<file path="config.mk">
export PLATFORM = sky130hd
export DESIGN_NAME = mcd_dispatch
export DESIGN_NICKNAME = d
export VERILOG_FILES = /design/src/rtl/mcd_pkg.sv /design/src/rtl/mcd_fifo.sv /design/src/rtl/mcd_rr_arb.sv /design/src/rtl/mcd_regs.sv /design/src/rtl/mcd_dispatch.sv
export SDC_FILE = /design/constraint.sdc
export NUM_CORES = 2
export LEC_CHECK = 0
export BUFFER_PORTS_ARGS = -buffer_cell sky130_fd_sc_hd__buf_2
export CAP_MARGIN = 20
export CELL_PAD_IN_SITES_DETAIL_PLACEMENT = 0
export CELL_PAD_IN_SITES_GLOBAL_PLACEMENT = 2
export CORE_MARGIN = 2
export CORE_UTILIZATION = 50
export DETAILED_ROUTE_END_ITERATION = 12
export GPL_TIMING_DRIVEN = 0
export PLACE_DENSITY_LB_ADDON = 0.1
export SLEW_MARGIN = 15
export SYNTH_ARGS = -nofsm -noshare
export SYNTH_HDL_FRONTEND = slang
export SYNTH_SLANG_ARGS = --single-unit
export TNS_END_PERCENT = 100
</file>
<file path="constraint.sdc">
create_clock -name clk -period 8.4 [get_ports clk]
set_input_delay 0.42 -clock clk [delete_from_list [all_inputs] [get_ports clk]]
set_output_delay 0.42 -clock clk [all_outputs]
set_load 0.02 [all_outputs]
</file>
<file path="src/rtl/mcd_pkg.sv">
package mcd_pkg;
  parameter int unsigned MCD_CORES = 4;
  parameter int unsigned MCD_REG_W = 32;

  localparam logic [1:0] ADDR_CMD    = 2'd0;
  localparam logic [1:0] ADDR_CFG    = 2'd1;
  localparam logic [1:0] ADDR_STATUS = 2'd2;
  localparam int unsigned FLUSH_BIT  = 12;

  typedef enum logic [1:0] {
    OP_CONFIGURE = 2'd0,
    OP_START     = 2'd1,
    OP_STOP      = 2'd2,
    OP_RESET     = 2'd3
  } mcd_op_e;

  // A core FIFO may be offered a word while it keeps a two-word margin.
  function automatic logic fifo_can_take(input int unsigned used, input int unsigned depth);
    return used + 2 < depth;
  endfunction

  // One-hot pick: first requester at or after ptr, wrapping.
  function automatic logic [MCD_CORES-1:0] rr_pick(input logic [MCD_CORES-1:0] req,
                                                   input int unsigned ptr);
    logic [MCD_CORES-1:0] g;
    logic hit;
    g = '0;
    hit = 1'b0;
    for (int k = 0; k < MCD_CORES; k++) begin
      if (!hit && req[(ptr + k) % MCD_CORES]) begin
        g[(ptr + k) % MCD_CORES] = 1'b1;
        hit = 1'b1;
      end
    end
    return g;
  endfunction
endpackage

</file>
<file path="src/rtl/mcd_fifo.sv">
module mcd_fifo #(
  parameter int unsigned W     = 64,
  parameter int unsigned DEPTH = 8,
  localparam int unsigned AW = $clog2(DEPTH),
  localparam int unsigned CW = $clog2(DEPTH + 1)
) (
  input  logic          clk,
  input  logic          rst_n,
  input  logic          flush,
  input  logic          wr,
  input  logic [W-1:0]  wdata,
  input  logic          rd,
  output logic [W-1:0]  rdata,
  output logic [CW-1:0] count,
  output logic          empty,
  output logic          full
);
  logic [W-1:0]  mem [DEPTH];
  logic [AW-1:0] wptr, rptr;
  logic          do_wr, do_rd;

  assign empty = (count == '0);
  assign full  = (count == CW'(DEPTH));
  assign do_wr = wr && !full && !flush;
  assign do_rd = rd && !empty && !flush;
  assign rdata = mem[rptr];

  always_ff @(posedge clk) begin
    if (do_wr) mem[wptr] <= wdata;
  end

  always_ff @(posedge clk or negedge rst_n) begin
    if (!rst_n) begin
      wptr  <= '0;
      rptr  <= '0;
      count <= '0;
    end else if (flush) begin
      wptr  <= '0;
      rptr  <= '0;
      count <= '0;
    end else begin
      if (do_wr) wptr <= wptr + 1'b1;
      if (do_rd) rptr <= rptr + 1'b1;
      count <= count + CW'(do_wr) - CW'(do_rd);
    end
  end
endmodule

</file>
<file path="src/rtl/mcd_rr_arb.sv">
module mcd_rr_arb
  import mcd_pkg::*;
#(
  parameter int unsigned N = MCD_CORES,
  localparam int unsigned PW = (N > 1) ? $clog2(N) : 1
) (
  input  logic         clk,
  input  logic         rst_n,
  input  logic [N-1:0] req,
  output logic [N-1:0] grant
);
  logic [PW-1:0] ptr;
  logic [PW-1:0] next_ptr;

  assign grant = rr_pick(req, int'(ptr));

  always_comb begin
    next_ptr = ptr;
    for (int i = 0; i < N; i++) begin
      if (grant[i]) next_ptr = PW'((i + 1) % N);
    end
  end

  always_ff @(posedge clk or negedge rst_n) begin
    if (!rst_n) ptr <= '0;
    else        ptr <= next_ptr;
  end
endmodule

</file>
<file path="src/rtl/mcd_regs.sv">
module mcd_regs
  import mcd_pkg::*;
#(
  parameter int unsigned N   = MCD_CORES,
  parameter int unsigned BCW = 5
) (
  input  logic                 clk,
  input  logic                 rst_n,
  input  logic                 reg_en,
  input  logic                 reg_we,
  input  logic [1:0]           reg_addr,
  input  logic [MCD_REG_W-1:0] reg_wdata,
  output logic [MCD_REG_W-1:0] reg_rdata,
  input  logic [BCW-1:0]       buf_count,
  input  logic                 buf_full,
  input  logic [N-1:0]         core_empty,
  input  logic [N-1:0]         core_full,
  output logic [N-1:0]         core_en,
  output logic [MCD_REG_W-1:0] core_cfg,
  output logic [N-1:0]         cmd_cfg,
  output logic [N-1:0]         cmd_start,
  output logic [N-1:0]         cmd_stop,
  output logic [N-1:0]         cmd_rst,
  output logic                 buf_flush
);
  logic    cmd_wr, cfg_wr;
  logic [N-1:0] sel;
  mcd_op_e op;

  assign cmd_wr = reg_en && reg_we && (reg_addr == ADDR_CMD);
  assign cfg_wr = reg_en && reg_we && (reg_addr == ADDR_CFG);
  assign sel    = reg_wdata[N-1:0];
  assign op     = mcd_op_e'(reg_wdata[9:8]);

  always_ff @(posedge clk or negedge rst_n) begin
    if (!rst_n) begin
      core_en   <= '0;
      core_cfg  <= '0;
      cmd_cfg   <= '0;
      cmd_start <= '0;
      cmd_stop  <= '0;
      cmd_rst   <= '0;
      buf_flush <= 1'b0;
    end else begin
      cmd_cfg   <= '0;
      cmd_start <= '0;
      cmd_stop  <= '0;
      cmd_rst   <= '0;
      buf_flush <= cmd_wr && reg_wdata[FLUSH_BIT];
      if (cfg_wr) core_cfg <= reg_wdata;
      if (cmd_wr) begin
        unique case (op)
          OP_CONFIGURE: cmd_cfg <= sel;
          OP_START: begin
            cmd_start <= sel;
            core_en   <= core_en | sel;
          end
          OP_STOP: begin
            cmd_stop <= sel;
            core_en  <= core_en & ~sel;
          end
          OP_RESET: begin
            cmd_rst <= sel;
            core_en <= core_en & ~sel;
          end
        endcase
      end
    end
  end

  always_comb begin
    reg_rdata = '0;
    case (reg_addr)
      ADDR_CFG: reg_rdata = core_cfg;
      ADDR_STATUS: begin
        reg_rdata[15:0]  = 16'(buf_count);
        reg_rdata[19:16] = 4'(core_empty);
        reg_rdata[23:20] = 4'(core_full);
        reg_rdata[27:24] = 4'(core_en);
        reg_rdata[28]    = buf_full;
      end
      default: reg_rdata = '0;
    endcase
  end
endmodule

</file>
<file path="src/rtl/mcd_dispatch.sv">
module mcd_dispatch
  import mcd_pkg::*;
#(
  parameter int unsigned DATA_W     = 64,
  parameter int unsigned BUF_DEPTH  = 16,
  parameter int unsigned CORE_DEPTH = 8,
  localparam int unsigned NC  = MCD_CORES,
  localparam int unsigned BCW = $clog2(BUF_DEPTH + 1),
  localparam int unsigned CCW = $clog2(CORE_DEPTH + 1)
) (
  input  logic                   clk,
  input  logic                   rst_n,
  input  logic                   hw_en,
  input  logic [DATA_W-1:0]      hw_data,
  input  logic                   reg_en,
  input  logic                   reg_we,
  input  logic [1:0]             reg_addr,
  input  logic [MCD_REG_W-1:0]   reg_wdata,
  output logic [MCD_REG_W-1:0]   reg_rdata,
  input  logic [NC-1:0]          core_rd,
  output logic [NC*DATA_W-1:0]   core_data,
  output logic [NC-1:0]          core_empty,
  output logic [NC-1:0]          cmd_cfg,
  output logic [NC-1:0]          cmd_start,
  output logic [NC-1:0]          cmd_stop,
  output logic [NC-1:0]          cmd_rst,
  output logic [MCD_REG_W-1:0]   core_cfg
);
  // Named internal events, also used by the bound checker.
  logic [BCW-1:0]          buf_count;
  logic                    buf_empty, buf_full, buf_pop, buf_flush;
  logic [DATA_W-1:0]       buf_head;
  logic [NC-1:0]           core_en, core_full, eligible, grant, core_wr;
  logic [NC-1:0][CCW-1:0]  core_cnt;
  logic [DATA_W-1:0]       stg_data;

  mcd_fifo #(.W(DATA_W), .DEPTH(BUF_DEPTH)) u_buf (
    .clk(clk), .rst_n(rst_n), .flush(buf_flush),
    .wr(hw_en), .wdata(hw_data), .rd(buf_pop), .rdata(buf_head),
    .count(buf_count), .empty(buf_empty), .full(buf_full)
  );

  always_comb begin
    for (int i = 0; i < NC; i++) begin
      eligible[i] = core_en[i] && !buf_empty && !buf_flush &&
                    fifo_can_take(int'(core_cnt[i]), CORE_DEPTH);
    end
  end

  mcd_rr_arb #(.N(NC)) u_arb (
    .clk(clk), .rst_n(rst_n), .req(eligible), .grant(grant)
  );

  assign buf_pop = |grant;

  // One register stage between the shared buffer and the core FIFOs.
  always_ff @(posedge clk or negedge rst_n) begin
    if (!rst_n) begin
      core_wr  <= '0;
      stg_data <= '0;
    end else begin
      core_wr <= grant;
      if (buf_pop) stg_data <= buf_head;
    end
  end

  for (genvar g = 0; g < NC; g++) begin : g_core
    mcd_fifo #(.W(DATA_W), .DEPTH(CORE_DEPTH)) u_cfifo (
      .clk(clk), .rst_n(rst_n), .flush(cmd_rst[g]),
      .wr(core_wr[g]), .wdata(stg_data), .rd(core_rd[g]),
      .rdata(core_data[g*DATA_W +: DATA_W]),
      .count(core_cnt[g]), .empty(core_empty[g]), .full(core_full[g])
    );
  end

  mcd_regs #(.N(NC), .BCW(BCW)) u_regs (
    .clk(clk), .rst_n(rst_n),
    .reg_en(reg_en), .reg_we(reg_we), .reg_addr(reg_addr),
    .reg_wdata(reg_wdata), .reg_rdata(reg_rdata),
    .buf_count(buf_count), .buf_full(buf_full),
    .core_empty(core_empty), .core_full(core_full),
    .core_en(core_en), .core_cfg(core_cfg),
    .cmd_cfg(cmd_cfg), .cmd_start(cmd_start), .cmd_stop(cmd_stop),
    .cmd_rst(cmd_rst), .buf_flush(buf_flush)
  );
endmodule

</file>
# Word level (Yosys, flattened, before mapping)
# Memory sizes are Yosys's and may differ from the RTL's. A register that Yosys moved wholly into a read port is not among the register bits.
# Cells that the tools add are included.
# classes
bitwise	6
eq_ne	10
order_cmp	12
n_addsub	27
reduce_logical	84
muxes	73
# op_table
op	count
$mux W4	20
$pmux W29 S2	1
$mux W3	17
$logic_and A1 B1 Y1	43
$add A3 B1 Y3 const B	8
$reduce_bool A2 Y1	11
$mux W1	21
$add A4 B2 Y5 const B	4
$lt A5 B4 Y1 const B	4
$logic_not A1 Y1	19
$add A4 B1 Y4	4
$eq A4 B4 Y1 const B	4
$logic_not A4 Y1	4
$or A4 B4 Y4	4
$sub A4 B1 Y4	4
$lt A2 B3 Y1 const B	4
$add A4 B1 Y4 const B	2
$bmux W1 S2	4
$demux W1 S2	4
$ge A2 B1 Y1 const B	4
$mux W2	4
$pmux W4 S2	1
$eq A2 B2 Y1 const B	3
$add A5 B1 Y5	1
other kinds (14)	17
# word_totals
mem_bits_rw	3072
n_memories	5
ff_bits	112
out_inout_bits	340
wordCells	241
in_bits	107
# mem_list
name	depth	width	read_ports	rd_clocked_by_memory_dff	wr	line_no	rtl
u_buf.mem	16	64	1	1	1	mcd_fifo.sv:18	logic [W-1:0] mem [DEPTH];
g_core[0].u_cfifo.mem	8	64	1	0	1	mcd_fifo.sv:18	
g_core[1].u_cfifo.mem	8	64	1	0	1	mcd_fifo.sv:18	
g_core[2].u_cfifo.mem	8	64	1	0	1	mcd_fifo.sv:18	
g_core[3].u_cfifo.mem	8	64	1	0	1	mcd_fifo.sv:18	

# Logic depth before layout (Yosys ltp)
# depth
word_depth	22
depth_mapped	19
depth_no_buf	17

# Cells and area by module
# From an unflattened synthesis, not the netlist that was laid out.
# hier_totals
hier_cells	5309
hier_area_um2	124056.5
# modules_own_cells
module	n_inst	seq_area_each_um2	area_each_um2	cells_each
mcd_fifo at g_core[1].u_cfifo ...	3	15625.0	19875.3	815
mcd_fifo at u_buf	1	31074.8	39121.3	1669
mcd_fifo at g_core[0].u_cfifo	1	15625.0	19877.8	814
mcd_dispatch	1	1701.6	2567.5	149
mcd_regs	1	1326.3	2453.6	190
mcd_rr_arb	1	50.0	410.4	42

# Least setup slack after synthesis
# OpenSTA, ideal clock, no wires.
# synth_timing
path_kind	register to register
from	register u_buf.count[2]
to	memory u_buf.mem[1][0] (enable)
slack_ps	1933
path_stages_with_launch	8
required_time_ps	7835
path_buffers	0
setup_ps	565
period_less_slack_ps	6467
arrival_ps	5902
path_cell_list	dfrtp_1 -> inv_1 -> ha_1 -> and3_1 -> a21boi_1 -> nor2b_1 -> nand2_1 -> nor3_1
# synth_between
elab_chain_cells	6
# synth_rtl
item	line_no	rtl
start, declared	mcd_fifo.sv:14	output logic [CW-1:0] count,
start signal, assigned	mcd_fifo.sv:44	count <= count + CW'(do_wr) - CW'(do_rd);
$eq A5 B5 Y1	mcd_fifo.sv:23	assign full = (count == CW'(DEPTH));
$logic_not A1 Y1	mcd_fifo.sv:24	assign do_wr = wr && !full && !flush;
$logic_and A1 B1 Y1 (2 in series)	mcd_fifo.sv:24	
$mux W1	mcd_fifo.sv:29	if (do_wr) mem[wptr] <= wdata;
$mux W1 (implied by the code)	mcd_fifo.sv:29	
end, declared	mcd_fifo.sv:18	
# Every way passes these cells.

# Worst setup path in the final report
# layout_timing
from	register u_arb.ptr[0]
to	register u_buf.count[4]
# layout_between
elab_chain_cells	17
word_cells_on_any_way	52
classes_between	4 x add/sub; 8 x order compare; 24 x mux; 3 x bitwise; 13 x reduce/logical
# layout_rtl
item	line_no	rtl
start, declared	mcd_rr_arb.sv:12	logic [PW-1:0] ptr;
start signal, assigned	mcd_rr_arb.sv:26	else ptr <= next_ptr;
parallel branches: the longest is 11 deep, another holds $lt A2 B3 Y1	--	
$mux W4 (*)	mcd_pkg.sv:30	if (!hit && req[(ptr + k) % MCD_CORES]) begin
$reduce_or A4 Y1 (*)	mcd_dispatch.sv:54	assign buf_pop = |grant;
$logic_and A1 B1 Y1 (*) (2 in series)	mcd_fifo.sv:25	assign do_rd = rd && !empty && !flush;
$sub A5 B1 Y5 (*)	mcd_fifo.sv:44	
$mux W5 (*)	mcd_fifo.sv:37	end else if (flush) begin
# Mark *: on every way between the ends. The select of a mux whose other input is x is not followed.
# A chain may end at the register's enable or synchronous reset.

==> impl_results.rst <==
.. list-table::
   :header-rows: 1

   * - Metric
     - Value
   * - Status
     - completed
   * - Detail-routed via count per cell
     - 5.877
   * - Max-cap violation count
     - 0
   * - Number of library cell types mapped by synthesis
     - 54
   * - Setup-failing EPs final
     - 0
   * - Aggregate global-route resource usage
     - 0.2488
   * - Leakage power figure
     - 49.11 nW
   * - Initial Utilization
     - 0.5036
   * - Proportion of layout cells with a drive suffix above 1
     - 0.3332
   * - Number of levels in the clock H-tree
     - 5
   * - Gpl congestion
     - 0.7766
   * - Maximum clock path buffer count
     - 4
   * - Via count of the first global-routing pass
     - 61,200
   * - Post-cts sizing count
     - 0
   * - Crit path largest cell delay
     - 0.58 ns
   * - CTS buffer count
     - 346
   * - Maximum number of pins on one net before global-route repair
     - 93
   * - CP Class
     - register to register
   * - Type of the tightest min-delay check
     - input pin to async pin
   * - DR iter-0 viols
     - 6,049
   * - # clock sinks
     - 3,248
   * - DP Area
     - 134,900 um2
   * - RSZ-0062 raised after global routing
     - no
   * - Sequential cell area fraction in the yosys report
     - 0.7797
   * - CP top delay family
     - simple AND/OR/NAND/NOR gates
   * - Worst-path cell with the longest stage delay
     - sky130_fd_sc_hd__dfrtp_1
   * - Transition time of the tightest slew-check pin
     - 1.114 ns
   * - DR pass1 iterations
     - 6
   * - Drt wl/cell
     - 30.53 um
   * - Utilization after layout
     - 0.5966
   * - Overflow after GRT
     - 0
   * - Syn. warnings
     - 0
   * - Clock slew seen by the registers of the worst setup and hold paths
     - 0.06 ns
   * - Non-filler cells, final
     - 10,230
   * - Post-placement setup slack
     - 3.050 ns
   * - Worst relative slew slack
     - 0.2543
   * - Shortest period the worst path allows
     - 5.361 ns
   * - Full die area
     - 251,900 um2
   * - Number of flip-flops and latches in the synthesized netlist
     - 3,248
   * - Die width
     - 501.9 um
   * - Hold-fix buffer count after cts
     - 109
   * - Buf+Inv Stages, Crit Path
     - 5
   * - Final antenna-violating net count
     - 0
   * - Clock Latency Late Sink
     - 0.94 ns
   * - Total number of nets in the final design
     - 6,826
   * - Number of antenna violations at the first check in global routing
     - 32
   * - Cell Area, Synth
     - 124,000 um2
   * - Overall power after layout
     - 54.25 mW
   * - Die height
     - 501.9 um
   * - Share of the synthesized area in the top cell type
     - 0.7442
   * - Overall via count from detail_route
     - 60,120
   * - Cell at the root of the clock tree
     - sky130_fd_sc_hd__clkbuf_16
   * - Detailed placement HPWL
     - 211.8 mm
   * - CP Launch Type
     - register
   * - Summed negative setup slack over all endpoints
     - 0 ns
   * - Total wirelength of the detailed-routed design
     - 312.3 mm
   * - Number of setup buffers added after CTS
     - 0
   * - Cells after Synth
     - 5,457
   * - Total power divided by cell area
     - 369.4 nW/um2
   * - Worst Slack Setup Final
     - 3.039 ns
   * - Design area
     - 146,900 um2
   * - Peak fanout along the critical path
     - 11
   * - Syn nets
     - 5,629
   * - Synthesized area per cell
     - 22.72 um2
   * - Critical path arrival
     - 6.18 ns
   * - Number of flops mapped to enable cells by yosys
     - 3,072
   * - Hold WS
     - 0.1289 ns
   * - TritonCTS clock tree
     - done
   * - Ys async rst share
     - 0.05419
   * - Placeable core region
     - 246,200 um2
   * - Total count of max-transition violations in the final report
     - 0
   * - Cell type with the highest aggregate area in the netlist
     - sky130_fd_sc_hd__edfxtp_1
   * - Cell total after placement
     - 9,482
   * - First-pass GRT wire length
     - 444.5 mm
   * - Worst setup skew after layout
     - 0.03619 ns
   * - Number of ports placed on the die boundary
     - 447
   * - Crit. End Element
     - register
   * - Worst-path cell chain
     - inv_2, buf_2, ha_1, nor3_1, o21a_1, nor4_2, a221oi_2, nand4_1, or2_1, buf_2, buf_2, ha_1, inv_1, ha_1, fa_1, a21oi_1, nor2_1, or3_1, a21oi_1
   * - Number of buffers added on ports
     - 446
   * - DRC violations left
     - 0
   * - Synthesis-to-finish area growth
     - 18.47%
   * - Period utilisation layout
     - 0.6382
   * - Peak ir drop on the vdd network
     - 0.2701 mV
   * - Dominant synthesized flop cell
     - sky130_fd_sc_hd__edfxtp_1
   * - Top area cells in the synthesized netlist
     - sky130_fd_sc_hd__edfxtp_1 (74%), sky130_fd_sc_hd__mux4_2 (13%), sky130_fd_sc_hd__dfrtp_1 (3.6%)
   * - Fin. Hold Viols
     - 0
   * - Maximum achievable frequency
     - 186.5 MHz
   * - Placement Rows
     - 182
   * - Required time worst endpoint
     - 9.22 ns
layout by cell type (no fill, tap or decap), types with 36 or more instances in the layout:
cell and n:
sky130_fd_sc_hd__a21o_1 70, sky130_fd_sc_hd__a221oi_1 67, sky130_fd_sc_hd__a222oi_1 64, sky130_fd_sc_hd__buf_1 84
sky130_fd_sc_hd__buf_12 87, sky130_fd_sc_hd__buf_16 48, sky130_fd_sc_hd__buf_2 455, sky130_fd_sc_hd__buf_4 98
sky130_fd_sc_hd__buf_6 46, sky130_fd_sc_hd__clkbuf_1 243, sky130_fd_sc_hd__clkbuf_16 353, sky130_fd_sc_hd__clkinv_1 73
sky130_fd_sc_hd__clkinv_2 46, sky130_fd_sc_hd__dfrtp_1 147, sky130_fd_sc_hd__dlygate4sd3_1 109, sky130_fd_sc_hd__edfxtp_1 3072
sky130_fd_sc_hd__ha_1 60, sky130_fd_sc_hd__inv_1 107, sky130_fd_sc_hd__mux2_2 288, sky130_fd_sc_hd__mux2i_1 197
sky130_fd_sc_hd__mux4_2 705, sky130_fd_sc_hd__nand2_1 49, sky130_fd_sc_hd__nor2_1 58, sky130_fd_sc_hd__nor2_4 36
cells in the mapped netlist (21+ instances only):
cell / number
sky130_fd_sc_hd__mux2i_1: 197
sky130_fd_sc_hd__clkbuf_1: 169
sky130_fd_sc_hd__nand2_1: 49
sky130_fd_sc_hd__mux4_2: 705
sky130_fd_sc_hd__xor2_1: 23
sky130_fd_sc_hd__a221oi_1: 67
sky130_fd_sc_hd__a21o_1: 70
sky130_fd_sc_hd__buf_1: 89
sky130_fd_sc_hd__mux2_2: 288
sky130_fd_sc_hd__a222oi_1: 64
sky130_fd_sc_hd__nand3_1: 21
sky130_fd_sc_hd__edfxtp_1: 3072
sky130_fd_sc_hd__dfrtp_1: 176
sky130_fd_sc_hd__nor3_1: 24
sky130_fd_sc_hd__ha_1: 60
sky130_fd_sc_hd__inv_1: 107
sky130_fd_sc_hd__nor2_1: 94
kinds of logic (layout without fill, tap and decap cells):
family / after synthesis / after routing / share of synthesized area
compound gates: 275 / 275 / 0.01858
mux: 1191 / 1191 / 0.1703
other cells: 0 / 9 / 0
buf+inv: 385 / 1836 / 0.01223
fa+ha+maj: 65 / 65 / 0.006864
simple gates: 257 / 257 / 0.009791
xor+xnor: 36 / 36 / 0.002544
flops: 3248 / 3248 / 0.7797
flip-flops by register name, summed over array words and instances (netlist names), named ones only:
name	count
g_core.u_cfifo.wptr	12
u_arb.ptr	2
g_core.u_cfifo.mem	2048
u_regs.cmd_cfg	4
u_regs.cmd_stop	4
u_regs.core_cfg	32
u_buf.wptr	4
u_regs.cmd_start	4
u_buf.rptr	4
u_regs.cmd_rst	4
g_core.u_cfifo.rptr	12
core_wr	4
stg_data	64
g_core.u_cfifo.count	16
u_buf.mem	1024
u_regs.buf_flush	1
u_buf.count	5
routing by layer:
metal  up-vias  GRT usage  wire, um
met5         -          0       223
met4        34    0.07187      9004
met3       462    0.03686     17650
met2      1916     0.4201    159100
met1     32370     0.3389    126400
li1      25340          -         -
power breakdown:
part	total, mW	switching (mW)	internal [mW]
logic	17.8	10.5	7.32
clock network	14.2	5.99	8.17
registers	22.3	1.65	20.6
total	54.2	18.1	36.1
area by class of cell:
class | count | area, um2
sequential | 3248 | 96690
clock inverter | 153 | 1110
timing repair buffer | 849 | 7958
buffer | 277 | 1135
multi-input combinational | 1824 | 26120
antenna | 9 | 22.52
fill | 17680 | 99310
inverter | 108 | 405.4
clock buffer | 449 | 9274
tap | 3312 | 4144
worst register-to-register path: cells and delay by family (launching register included):
kind / cells / cell delay (ns)
buffers and inverters: 5 / 0.72
flip-flops: 1 / 0.58
adder cells (fa/ha/maj): 4 / 1.39
AND/OR/NAND/NOR: 6 / 1.63
AO/OA/AOI/OAI: 4 / 0.94
path summary, 6_finish.rpt:
path                                startpoint  slack, ns  cells past startpoint                   to
min in group clk                 reg_wdata[22]       0.26                      3  u_regs.core_cfg[22]
max in group asynchronous                rst_n       7.26                      3         stg_data[31]
setup / recovery                  u_arb.ptr[0]       3.04                     19       u_buf.count[4]
hold / removal                           rst_n       0.13                      2   u_regs.cmd_stop[0]
setup reg to reg                  u_arb.ptr[0]       3.04                     19       u_buf.count[4]
hold reg to reg            u_regs.core_cfg[29]       0.53                      1  u_regs.core_cfg[29]
(Power assumes the default switching activity.)
